File: config.mk
export PLATFORM = sky130hd
export DESIGN_NAME = arx64_encrypt_core
export DESIGN_NICKNAME = d
export VERILOG_FILES = /design/src/rtl/arx64_pkg.sv /design/src/rtl/arx64_whiten.sv /design/src/rtl/arx64_subkey_gen.sv /design/src/rtl/arx64_round.sv /design/src/rtl/arx64_encrypt_core.sv
export SDC_FILE = /design/constraint.sdc
export NUM_CORES = 1
export LEC_CHECK = 0
export BUFFER_PORTS_ARGS = -buffer_cell sky130_fd_sc_hd__buf_2
export CAP_MARGIN = 15
export CORE_ASPECT_RATIO = 1.1
export CORE_MARGIN = 2
export CORE_UTILIZATION = 55
export DETAILED_ROUTE_END_ITERATION = 8
export HOLD_SLACK_MARGIN = 0.03
export PLACE_DENSITY_LB_ADDON = 0.3
export SYNTH_ARGS = -nofsm -noshare
export SYNTH_HDL_FRONTEND = slang
export SYNTH_SLANG_ARGS = --single-unit
File: constraint.sdc
create_clock -name clk -period 8.4 [get_ports clk]
set_clock_uncertainty 0.05 [all_clocks]
set_input_delay 0 -clock clk [delete_from_list [all_inputs] [get_ports clk]]
set_output_delay 0 -clock clk [all_outputs]
set_load 0.01 [all_outputs]
File: src/rtl/arx64_pkg.sv
// Package: shared constants and ARX helper functions for the 64-bit cipher core.
// Assumes a byte-oriented state of BLK_BYTES bytes and a 7-bit constant LFSR.
package arx64_pkg;
    localparam int unsigned BLK_BYTES    = 8;
    localparam int unsigned KEY_BYTES    = 16;
    localparam int unsigned N_ROUNDS     = 32;
    localparam int unsigned SK_PER_ROUND = 4;
    localparam int unsigned RND_W        = $clog2(N_ROUNDS);
    localparam int unsigned LFSR_W       = 7;
    localparam logic [LFSR_W-1:0] LFSR_SEED = 7'h5A;

    // Mixing function G: rotations by 1, 2 and 7 combined by XOR.
    function automatic logic [7:0] mix_g(input logic [7:0] v);
        return {v[6:0], v[7]} ^ {v[5:0], v[7:6]} ^ {v[0], v[7:1]};
    endfunction

    // Mixing function H: rotations by 3, 4 and 6 combined by XOR.
    function automatic logic [7:0] mix_h(input logic [7:0] v);
        return {v[4:0], v[7:5]} ^ {v[3:0], v[7:4]} ^ {v[1:0], v[7:2]};
    endfunction

    // One step of the constant LFSR: new top bit is bit3 ^ bit0, shift right.
    function automatic logic [LFSR_W-1:0] lfsr_step(input logic [LFSR_W-1:0] d);
        return {d[3] ^ d[0], d[LFSR_W-1:1]};
    endfunction
endpackage

File: src/rtl/arx64_whiten.sv
// Whitening stage: mixes four key bytes into the even state bytes.
// Bytes 0 and 4 take a modular add, bytes 2 and 6 take an XOR; odd bytes pass.
// Used both before the first round and after the last round.
module arx64_whiten
    import arx64_pkg::*;
(
    input  logic [8*BLK_BYTES-1:0]   data_in,
    input  logic [8*(BLK_BYTES/2)-1:0] wk,
    output logic [8*BLK_BYTES-1:0]   data_out
);
    for (genvar g = 0; g < BLK_BYTES/2; g++) begin : g_pair
        // Even byte: add for even pair index, XOR for odd pair index.
        if (g % 2 == 0) begin : g_add
            assign data_out[16*g +: 8] = data_in[16*g +: 8] + wk[8*g +: 8];
        end else begin : g_xor
            assign data_out[16*g +: 8] = data_in[16*g +: 8] ^ wk[8*g +: 8];
        end
        // Odd byte passes unchanged.
        assign data_out[16*g+8 +: 8] = data_in[16*g+8 +: 8];
    end
endmodule

File: src/rtl/arx64_subkey_gen.sv
// Subkey generator: produces the four subkey bytes of the current round from
// the held master key and an LFSR that carries the constant of subkey 4*round.
// Assumes round advances by exactly one per advance pulse after load.
module arx64_subkey_gen
    import arx64_pkg::*;
(
    input  logic                       clk,
    input  logic                       rst_n,
    input  logic                       load,
    input  logic                       advance,
    input  logic [8*KEY_BYTES-1:0]     key,
    input  logic [RND_W-1:0]           rnd,
    output logic [8*SK_PER_ROUND-1:0]  sk
);
    logic [LFSR_W-1:0] lfsr_q;
    logic [LFSR_W-1:0] dchain [0:SK_PER_ROUND];
    logic [2:0]        blk;

    assign dchain[0] = lfsr_q;
    assign blk       = rnd[RND_W-1:2];

    for (genvar k = 0; k < SK_PER_ROUND; k++) begin : g_sk
        localparam logic [1:0] KK = k;
        logic [3:0] j;
        logic [2:0] rot;
        logic [3:0] idx;
        assign dchain[k+1] = lfsr_step(dchain[k]);
        assign j   = {rnd[1:0], KK};
        assign rot = j[2:0] - blk;
        assign idx = {j[3], rot};
        assign sk[8*k +: 8] = key[{idx, 3'b000} +: 8] + {1'b0, dchain[k]};
    end

    // Constant register: seed on load, jump four steps per round.
    always_ff @(posedge clk) begin
        if (!rst_n)       lfsr_q <= LFSR_SEED;
        else if (load)    lfsr_q <= LFSR_SEED;
        else if (advance) lfsr_q <= dchain[SK_PER_ROUND];
    end

    p_lfsr_nonzero_r10: assert property (@(posedge clk) disable iff (!rst_n)
        lfsr_q != '0);
    p_seed_on_load_r10: assert property (@(posedge clk) disable iff (!rst_n)
        load |=> lfsr_q == LFSR_SEED);
endmodule

File: src/rtl/arx64_round.sv
// Round datapath: one generalized Feistel round on eight bytes.
// Four ARX terms update the odd bytes; the byte rotation is skipped when last=1.
module arx64_round
    import arx64_pkg::*;
(
    input  logic [8*BLK_BYTES-1:0]    state_in,
    input  logic [8*SK_PER_ROUND-1:0] sk,
    input  logic                      last,
    output logic [8*BLK_BYTES-1:0]    state_out
);
    logic [7:0] t [0:BLK_BYTES/2-1];

    for (genvar g = 0; g < BLK_BYTES/2; g++) begin : g_term
        localparam int NXT = (2*g + 2) % BLK_BYTES;
        // ARX term for pair g: H with add for even g, G with xor for odd g.
        if (g % 2 == 0) begin : g_h
            assign t[g] = state_in[16*g+8 +: 8] + (mix_h(state_in[16*g +: 8]) ^ sk[8*g +: 8]);
        end else begin : g_g
            assign t[g] = state_in[16*g+8 +: 8] ^ (mix_g(state_in[16*g +: 8]) + sk[8*g +: 8]);
        end
        // Byte placement: rotate the state except in the final round.
        assign state_out[8*NXT +: 8]   = last ? state_in[8*NXT +: 8] : t[g];
        assign state_out[16*g+8 +: 8]  = last ? t[g] : state_in[16*g +: 8];
    end
endmodule

File: src/rtl/arx64_encrypt_core.sv
// Top: iterative ARX block encryption, one round per clock.
// Accepts key/plaintext when idle, runs 32 rounds, applies the closing
// whitening in the last round cycle and pulses done for one cycle.
module arx64_encrypt_core
    import arx64_pkg::*;
(
    input  logic                   clk,
    input  logic                   rst_n,
    input  logic                   in_valid,
    output logic                   in_ready,
    input  logic [8*KEY_BYTES-1:0] key_in,
    input  logic [8*BLK_BYTES-1:0] pt_in,
    output logic [8*BLK_BYTES-1:0] ct_out,
    output logic                   done,
    output logic [RND_W-1:0]       round_idx,
    output logic [8*BLK_BYTES-1:0] state_bytes
);
    localparam logic [RND_W-1:0] LAST_RND = RND_W'(N_ROUNDS - 1);
    localparam int unsigned WK_W = 8 * (BLK_BYTES / 2);

    logic                    busy_q;
    logic [RND_W-1:0]        rnd_q;
    logic [8*BLK_BYTES-1:0]  state_q;
    logic [8*KEY_BYTES-1:0]  key_q;
    logic [8*BLK_BYTES-1:0]  ct_q;
    logic                    done_q;
    logic                    accept;
    logic                    last;
    logic [8*SK_PER_ROUND-1:0] sk;
    logic [8*BLK_BYTES-1:0]  init_state;
    logic [8*BLK_BYTES-1:0]  round_out;
    logic [8*BLK_BYTES-1:0]  final_out;

    assign accept      = in_valid && !busy_q;
    assign last        = rnd_q == LAST_RND;
    assign in_ready    = !busy_q;
    assign ct_out      = ct_q;
    assign done        = done_q;
    assign round_idx   = rnd_q;
    assign state_bytes = state_q;

    arx64_whiten u_init (
        .data_in  (pt_in),
        .wk       (key_in[8*KEY_BYTES-1 -: WK_W]),
        .data_out (init_state)
    );

    arx64_subkey_gen u_skgen (
        .clk     (clk),
        .rst_n   (rst_n),
        .load    (accept),
        .advance (busy_q && !last),
        .key     (key_q),
        .rnd     (rnd_q),
        .sk      (sk)
    );

    arx64_round u_round (
        .state_in  (state_q),
        .sk        (sk),
        .last      (last),
        .state_out (round_out)
    );

    arx64_whiten u_final (
        .data_in  (round_out),
        .wk       (key_q[WK_W-1:0]),
        .data_out (final_out)
    );

    // Control and state: accept when idle, step rounds, publish result.
    always_ff @(posedge clk) begin
        if (!rst_n) begin
            busy_q  <= 1'b0;
            rnd_q   <= '0;
            state_q <= '0;
            key_q   <= '0;
            ct_q    <= '0;
            done_q  <= 1'b0;
        end else begin
            done_q <= 1'b0;
            if (accept) begin
                key_q   <= key_in;
                state_q <= init_state;
                rnd_q   <= '0;
                busy_q  <= 1'b1;
            end else if (busy_q) begin
                state_q <= round_out;
                if (last) begin
                    busy_q <= 1'b0;
                    rnd_q  <= '0;
                    ct_q   <= final_out;
                    done_q <= 1'b1;
                end else begin
                    rnd_q <= rnd_q + 1'b1;
                end
            end
        end
    end

    p_done_single_r3: assert property (@(posedge clk) disable iff (!rst_n)
        done |=> !done);
    p_done_after_last_r3: assert property (@(posedge clk) disable iff (!rst_n)
        $rose(done) |-> $past(busy_q) && $past(rnd_q) == LAST_RND);
    p_round_step_r5: assert property (@(posedge clk) disable iff (!rst_n)
        busy_q && !last |=> busy_q && rnd_q == $past(rnd_q) + 1'b1);
    p_idle_round_zero_r5: assert property (@(posedge clk) disable iff (!rst_n)
        !busy_q |-> rnd_q == '0);
    p_ct_hold_r4: assert property (@(posedge clk) disable iff (!rst_n)
        !(busy_q && last) |=> $stable(ct_q));
    p_key_hold_r2: assert property (@(posedge clk) disable iff (!rst_n)
        busy_q |=> $stable(key_q));
endmodule

Word level (Yosys, flattened, before mapping)
Cells that the tools add are included.
{ "op_classes": {"shift": 4, "addsub": 17, "n_mux": 15, "n_eq_ne": 1, "bitwise": 23, "n_reduce_logical": 8} }
{ "ops": {"columns": ["cell", "n"], "rows": [
  ["indexed part select 128 x 8 -> 8 bit", 4],
  ["2-to-1 mux 64 bit", 2],
  ["XOR 8 bit", 16],
  ["adder 8 bit", 8],
  ["2-to-1 mux 8 bit", 8],
  ["adder 8 x 7 -> 8 bit", 4],
  ["subtractor 3 bit", 4],
  ["adder 5 x 1 -> 5 bit, second input constant", 1],
  ["== test 5 bit, second input constant", 1],
  ["2-to-1 mux 5 bit", 1],
  ["2-to-1 mux 1 bit", 4],
  ["XOR 1 bit", 4],
  ["inverter 1 bit", 3],
  ["AND reduction 3 bit", 1],
  ["OR reduction 3 bit", 1],
  ["logical AND 1 bit", 2],
  ["logical NOT 1 bit", 2],
  ["nonzero test 2 bit", 1],
  ["OR reduction 2 bit", 1]
]} }
{ "totals": {"wordCells": 75, "out_inout_bits": 135, "reg_bits": 270} }

Depth between registers and ports, before layout
{ "logic_depth": {"word_depth": 8, "depth_mapped": 26, "ltp_nobuf": 20} }

By module
A second synthesis with hierarchy kept.
{ "hier_totals": {"hier_cells": 2268, "hier_area_um2": 20083.0} }
{ "modules_own_cells": {"columns": ["mod", "n_inst", "area_each_um2", "cells_each", "seq_area_each_um2"], "rows": [
  ["arx64_encrypt_core", 1, 10207.3, 1156, 5265.0],
  ["arx64_subkey_gen", 1, 4892.2, 463, 140.1],
  ["arx64_round", 1, 2990.4, 391, 0.0],
  ["arx64_whiten (u_init)", 1, 1001.0, 130, 0.0],
  ["arx64_whiten (u_final)", 1, 992.2, 128, 0.0]
]} }

Least setup slack after synthesis
Ideal clock, no wire load.
{ "synth_path": {"path_kind": "flip-flop to flip-flop", "start": "register rnd_q[2], in the netlist round_idx[2]", "end": "register state_q[55], in the netlist state_bytes[55]", "n_path_buf": 7, "arrival_ns": 6.602, "stages_incl_launch_ff": 26, "slack_ns": 1.611, "period_less_slack_ns": 6.789, "cell_sequence": "dfxtp_1 > buf_2 > buf_2 > inv_2 > buf_2 > buf_2 > ha_1 > clkbuf_1 > clkbuf_1 > clkbuf_1 > mux4_2 > mux4_2 > ha_1 > fa_1 > a21o_1 > a21o_1 > a21o_1 > a21oi_1 > xnor2_1 > ha_1 > a21boi_0 > o22ai_1 > xnor2_1 > nor3_1 > a2111oi_1 > a31oi_1"} }
{ "synth_between": {"elab_chain_len": 8, "elab_cells_between_ends": 9, "cone_classes": "add/sub: 3; eq/ne: 1; shift: 1; mux: 3; bitwise: 1"} }
{ "synth_lines": {"columns": ["item", "line", "source"], "rows": [
  ["start: declaration", "arx64_encrypt_core.sv:22", "logic [RND_W-1:0] rnd_q;"],
  ["start signal: assignment", "arx64_encrypt_core.sv:95", "rnd_q <= rnd_q + 1'b1;"],
  ["subtractor 3 bit", "arx64_subkey_gen.sv:29", "assign rot = j[2:0] - blk;"],
  ["indexed part select 128 x 8 -> 8 bit", "arx64_subkey_gen.sv:31", "assign sk[8*k +: 8] = key[{idx, 3'b000} +: 8] + {1'b0, dchain[k]};"],
  ["adder 8 x 7 -> 8 bit", "arx64_subkey_gen.sv:31", null],
  ["XOR 8 bit", "arx64_round.sv:17", "assign t[g] = state_in[16*g+8 +: 8] + (mix_h(state_in[16*g +: 8]) ^ sk[8*g +: 8]);"],
  ["adder 8 bit", "arx64_round.sv:17", null],
  ["2-to-1 mux 8 bit *", "arx64_round.sv:22", "assign state_out[8*NXT +: 8] = last ? state_in[8*NXT +: 8] : t[g];"],
  ["2-to-1 mux 64 bit *", "arx64_encrypt_core.sv:87", "end else if (busy_q) begin"],
  ["2-to-1 mux 64 bit *", "arx64_encrypt_core.sv:82", "if (accept) begin"],
  ["end signal: assignment", "arx64_encrypt_core.sv:84", "state_q <= init_state;"],
  ["end signal: assignment", "arx64_encrypt_core.sv:88", "state_q <= round_out;"],
  ["end: declaration", "arx64_encrypt_core.sv:23", "logic [8*BLK_BYTES-1:0] state_q;"]
]} }
Mark *: on every way between the ends. The rest lies on a longest branch, timed or not. The select of a mux whose other input is x is not followed.
A chain may end at the register's enable or synchronous reset.

Worst setup path after layout
Ends and elaborated chain as after synthesis.

==> summary.md <==
| Metric | Value |
|---|---|
| Routed WL per cell | `~25 um` |
| Fin crit share | `0.818` |
| Comb power frac | `0.549` |
| Pwr dens | `about 290 nW/um2` |
| Final setup viols | `0` |
| Layout cells sized above 1 | `0.231` |
| Post-route DRC | `0` |
| Largest net degree at the start of global routing | `a little under 100` |
| CTS tree | `built` |
| Vias in the first global route | `roughly 18000` |
| Leakage | `9.40 nW` |
| DRT Pass-1 Iters | `8` |
| Clock sink count | `270` |
| WP buf/inv | `3` |
| CTS clk-pin slew, worst paths | `0.07 ns` |
| RSZ-0062 raised after global routing | `no` |
| CP max FO | `26` |
| Register area share after synthesis | `0.292` |
| Flop and latch count out of synthesis | `between 200 and 300` |
| Clk_lat worst skew | `~0.58 ns` |
| Post-synth EDFFs | `0` |
| CP max-delay cell | `ha_2` |
| Antenna Violating Nets Remaining | `0` |
| Crit path top cell by count | `a21o_1` |
| Total CTS buffers | `28` |
| Fin crit period | `6.87 ns` |
| Psw | `approximately 3.0 mW` |
| Synthesis-to-finish area growth | `24.6%` |
| Synth area leader | `dfxtp_1` |
| Synth cell types | `60` |
| Yosys top cell area share | `0.292` |
| Gr ovfl total | `0` |
| Final TNS setup | `0 ns` |
| Worst Path Arrival | `7.23 ns` |
| Critical path cell sequence | `inv_2 -> buf_4 -> ha_2 -> buf_4 -> mux4_2 -> mux4_2 -> fa_1 -> a21o_1 -> a21o_1 -> a21o_1 -> a21oi_1 -> xnor2_1 -> ha_1 -> a21boi_0 -> o22ai_1 -> xnor2_1 -> nor3_1 -> a2111oi_1 -> a31oi_1` |
| Status | `finished, final reports clean` |
| WP data required | `slightly below 9 ns` |
| First DRT Iteration DRCs | `roughly 2400` |
| Vias | `about 18000` |
| Final Hold Viols | `0` |
| Internal | `between 3 and 4 mW` |
| WL final | `between 70000 and 80000 um` |
| Wire length of the first global-routing pass | `roughly 110000 um` |
| Share of power burned in registers | `0.252` |
| Asr flop ratio synth | `0` |
| Slew Viols, Final | `0` |
| I/O pins | `330` |
| Die X | `~180 um` |
| Synth Area per Inst | `roughly 9.0 um2` |
| Dpl hpwl | `51900 um` |
| Crit Path Category | `flop to flop` |
| Vias per inst | `6.32` |
| Post-route cell area | `between 20000 and 25000 um2` |
| CTS Root Cell | `clkbuf_16` |
| Post-CTS Resized | `0` |
| Row count | `70` |
| Worst rel slew slack | `0.333` |
| GRT Util Overall | `0.404` |
| Crit. End Element | `flop` |
| Max Cap Viol | `0` |
| Post-CTS Setup Repair Bufs | `0` |
| Initial core utilization | `0.558` |
| Port bufs | `329` |
| Synth Instances | `approximately 2100` |
| Largest stage delay, worst path | `about 0.76 ns` |
| Initial antenna violation count | `1` |
| H-tree lvl count | `1` |
| Main flop type after synthesis | `dfxtp_1` |
| CP Launch Type | `flop` |
| Switching portion of total power | `0.454` |
| Peak VDD IR | `between 150 and 200 uV` |
| Clock Power Share | `0.198` |
| Worst slew pin tran | `0.990 ns` |
| Die height | `196 um` |
| CP delay by family, top | `compound AO/OA/AOI/OAI gates` |
| Clock tree buffer depth | `3` |
| Gp weighted congestion | `around 1` |
| Post-placement cell area | `a little over 20000 um2` |
| Worst Hold Class | `input port to flop` |
| Final nets | `between 2000 and 3000` |
| Fillers | `2529` |
| Yosys warning count | `0` |
| Fmax | `145 MHz` |
| Syn Nets | `between 2000 and 2500` |
| Core area | `approximately 33000 um2` |
| Largest cells by area after synthesis | `dfxtp_1, mux4_2, nand2_1, xnor2_1, a21oi_1` |
| Mapped Area | `roughly 19000 um2` |
| Die area | `approximately 35000 um2` |
==> cell type report <==
class                           instances  area, um2  share of cell area
Multi-Input combinational cell       1555      12200               0.531
Sequential cell                       270       5410               0.235
Timing Repair Buffer                  542       3710               0.161
Clock buffer                           34        753              0.0326
Tap cell                              432        541              0.0234
Inverter                               56        215             0.00933
Clock inverter                         17        196             0.00851
Antenna cell                            1       2.50            0.000108
==> power by group through the flow <==
stage / Sequential [mW] / Clock, mW / Combinational (mW)
4_1_cts: 1.65 / 1.30 / 3.54
2_1_floorplan: 1.51 / 0 / 2.43
3_3_place_gp: 1.68 / 0 / 3.40
5_1_grt: 1.66 / 1.36 / 3.88
6_report: 1.66 / 1.31 / 3.62
3_5_place_dp: 1.68 / 0 / 3.45
==> metrics by stage <==
| stage | util | setup WS (ns) | power [mW] | hold slack [ns] | std cells |
|---|---|---|---|---|---|
| after global placement | 0.611 | 1.75 | 5.08 | 0.190 | 2670 |
| after detailed placement | 0.611 | 1.62 | 5.13 | 0.195 | 2670 |
| after CTS | 0.695 | 1.59 | 6.50 | 0.0319 | 2906 |
| final | 0.695 | 1.53 | 6.59 | 0.0224 | 2907 |
| after floorplan | - | 1.61 | 3.94 | 0.0860 | 2059 |
| after global routing | 0.695 | 1.08 | 6.90 | 0.0585 | 2906 |
==> Yosys cell counts, types with 3 or more instances <==
| cell | instances |
|---|---|
| buf_1 | 21 |
| nor2_1 | 122 |
| mux2_2 | 10 |
| nand3_1 | 11 |
| ha_1 | 73 |
| nor2b_1 | 24 |
| o21bai_1 | 8 |
| xnor3_1 | 3 |
| a31oi_1 | 8 |
| mux4_2 | 140 |
| and2_1 | 6 |
| fa_1 | 24 |
| o21ai_0 | 55 |
| a21oi_1 | 231 |
| nor3b_1 | 3 |
| dfxtp_1 | 270 |
| inv_1 | 53 |
| buf_2 | 17 |
| buf_4 | 3 |
| clkbuf_1 | 137 |
| a311oi_1 | 8 |
| nor3_1 | 15 |
| o311a_1 | 4 |
| o221ai_1 | 6 |
| nor4_1 | 3 |
| nand2_1 | 388 |
| mux2i_1 | 47 |
| o22ai_1 | 6 |
| a21o_1 | 22 |
| xor2_1 | 35 |
| or3_1 | 7 |
| a211oi_1 | 86 |
| o211ai_1 | 5 |
| o21a_1 | 6 |
| nand4_1 | 5 |
| xnor2_1 | 158 |
| a21boi_0 | 7 |
==> cell families (layout without fill, tap and decap cells) <==
kind of cell / Yosys count / after routing / share of synthesized area
AND/OR/NAND/NOR: 595 / 595 / 0.132
AO/OA/AOI/OAI: 468 / 468 / 0.153
flip-flops: 270 / 270 / 0.292
buffers and inverters: 234 / 649 / 0.0492
XOR/XNOR: 198 / 198 / 0.0976
multiplexers: 197 / 197 / 0.202
adder cells (fa/ha/maj): 97 / 97 / 0.0752
other: 0 / 1 / 0
==> routing by layer <==
layer / global-route usage / vias up / part of all wire
li1: - / 8074 / -
met1: 0.488 / 8714 / 0.35
met2: 0.641 / 1252 / 0.46
met3: 0.0845 / 344 / 0.10
met4: 0.286 / 2 / 0.084
met5: 0 / - / 0.00012
==> what timing repair did <==
| action | 4_1_cts | 5_1_grt |
|---|---|---|
| endpoints found under the hold margin | 192 | 0 |
| hold buffers | 185 | 0 |
| setup endpoints to repair | 0 | 0 |
==> sequential cells by signal, summed over array words and instances (netlist names) <==
signal and cells:
key_q 128, ct_out 64, state_bytes 64, u_skgen.lfsr_q 7, round_idx 5, busy_q 1, done 1
==> worst reg2reg max path: cells and delay by family (launching register included) <==
kind                       cells  cell delay, ns
DFF                            1            0.64
muxes                          2            1.11
and+or+nand+nor                1            0.11
buffers and inverters          3            0.84
xor gates and xnor gates       2            0.69
AOI/OAI and AO/OA              8            1.68
adders and majority gates      3            1.57
==> path summary, 6_finish.rpt <==
kind / startpoint / end / slack (ns) / cells past startpoint
max: round_idx[2] / state_bytes[55] / 1.53 / 19
min: pt_in[17] / state_bytes[17] / 0.02 / 5
min reg2reg: ct_out[37] / ct_out[37] / 0.40 / 2
max reg2reg: round_idx[2] / state_bytes[55] / 1.53 / 19
==> cells in the final DEF (no fill, tap or decap), types with 4 or more instances in the layout <==
cell	n
a211oi_1	86
a21boi_0	7
a21o_1	22
a21oi_1	231
a311oi_1	8
a31oi_1	8
and2_1	6
buf_2	328
buf_4	29
clkbuf_16	28
clkinv_2	6
clkinv_4	4
dfxtp_1	267
dlygate4sd3_1	185
fa_1	24
ha_1	71
inv_1	53
mux2_2	10
mux2i_1	47
mux4_2	140
nand2_1	387
nand3_1	11
nand4_1	5
nor2_1	120
nor2b_1	24
nor3_1	15
o211ai_1	5
o21a_1	6
o21ai_0	55
o21bai_1	8
o221ai_1	6
o22ai_1	6
o311a_1	4
or3_1	7
xnor2_1	158
xor2_1	34
(Power assumes the default switching activity.)
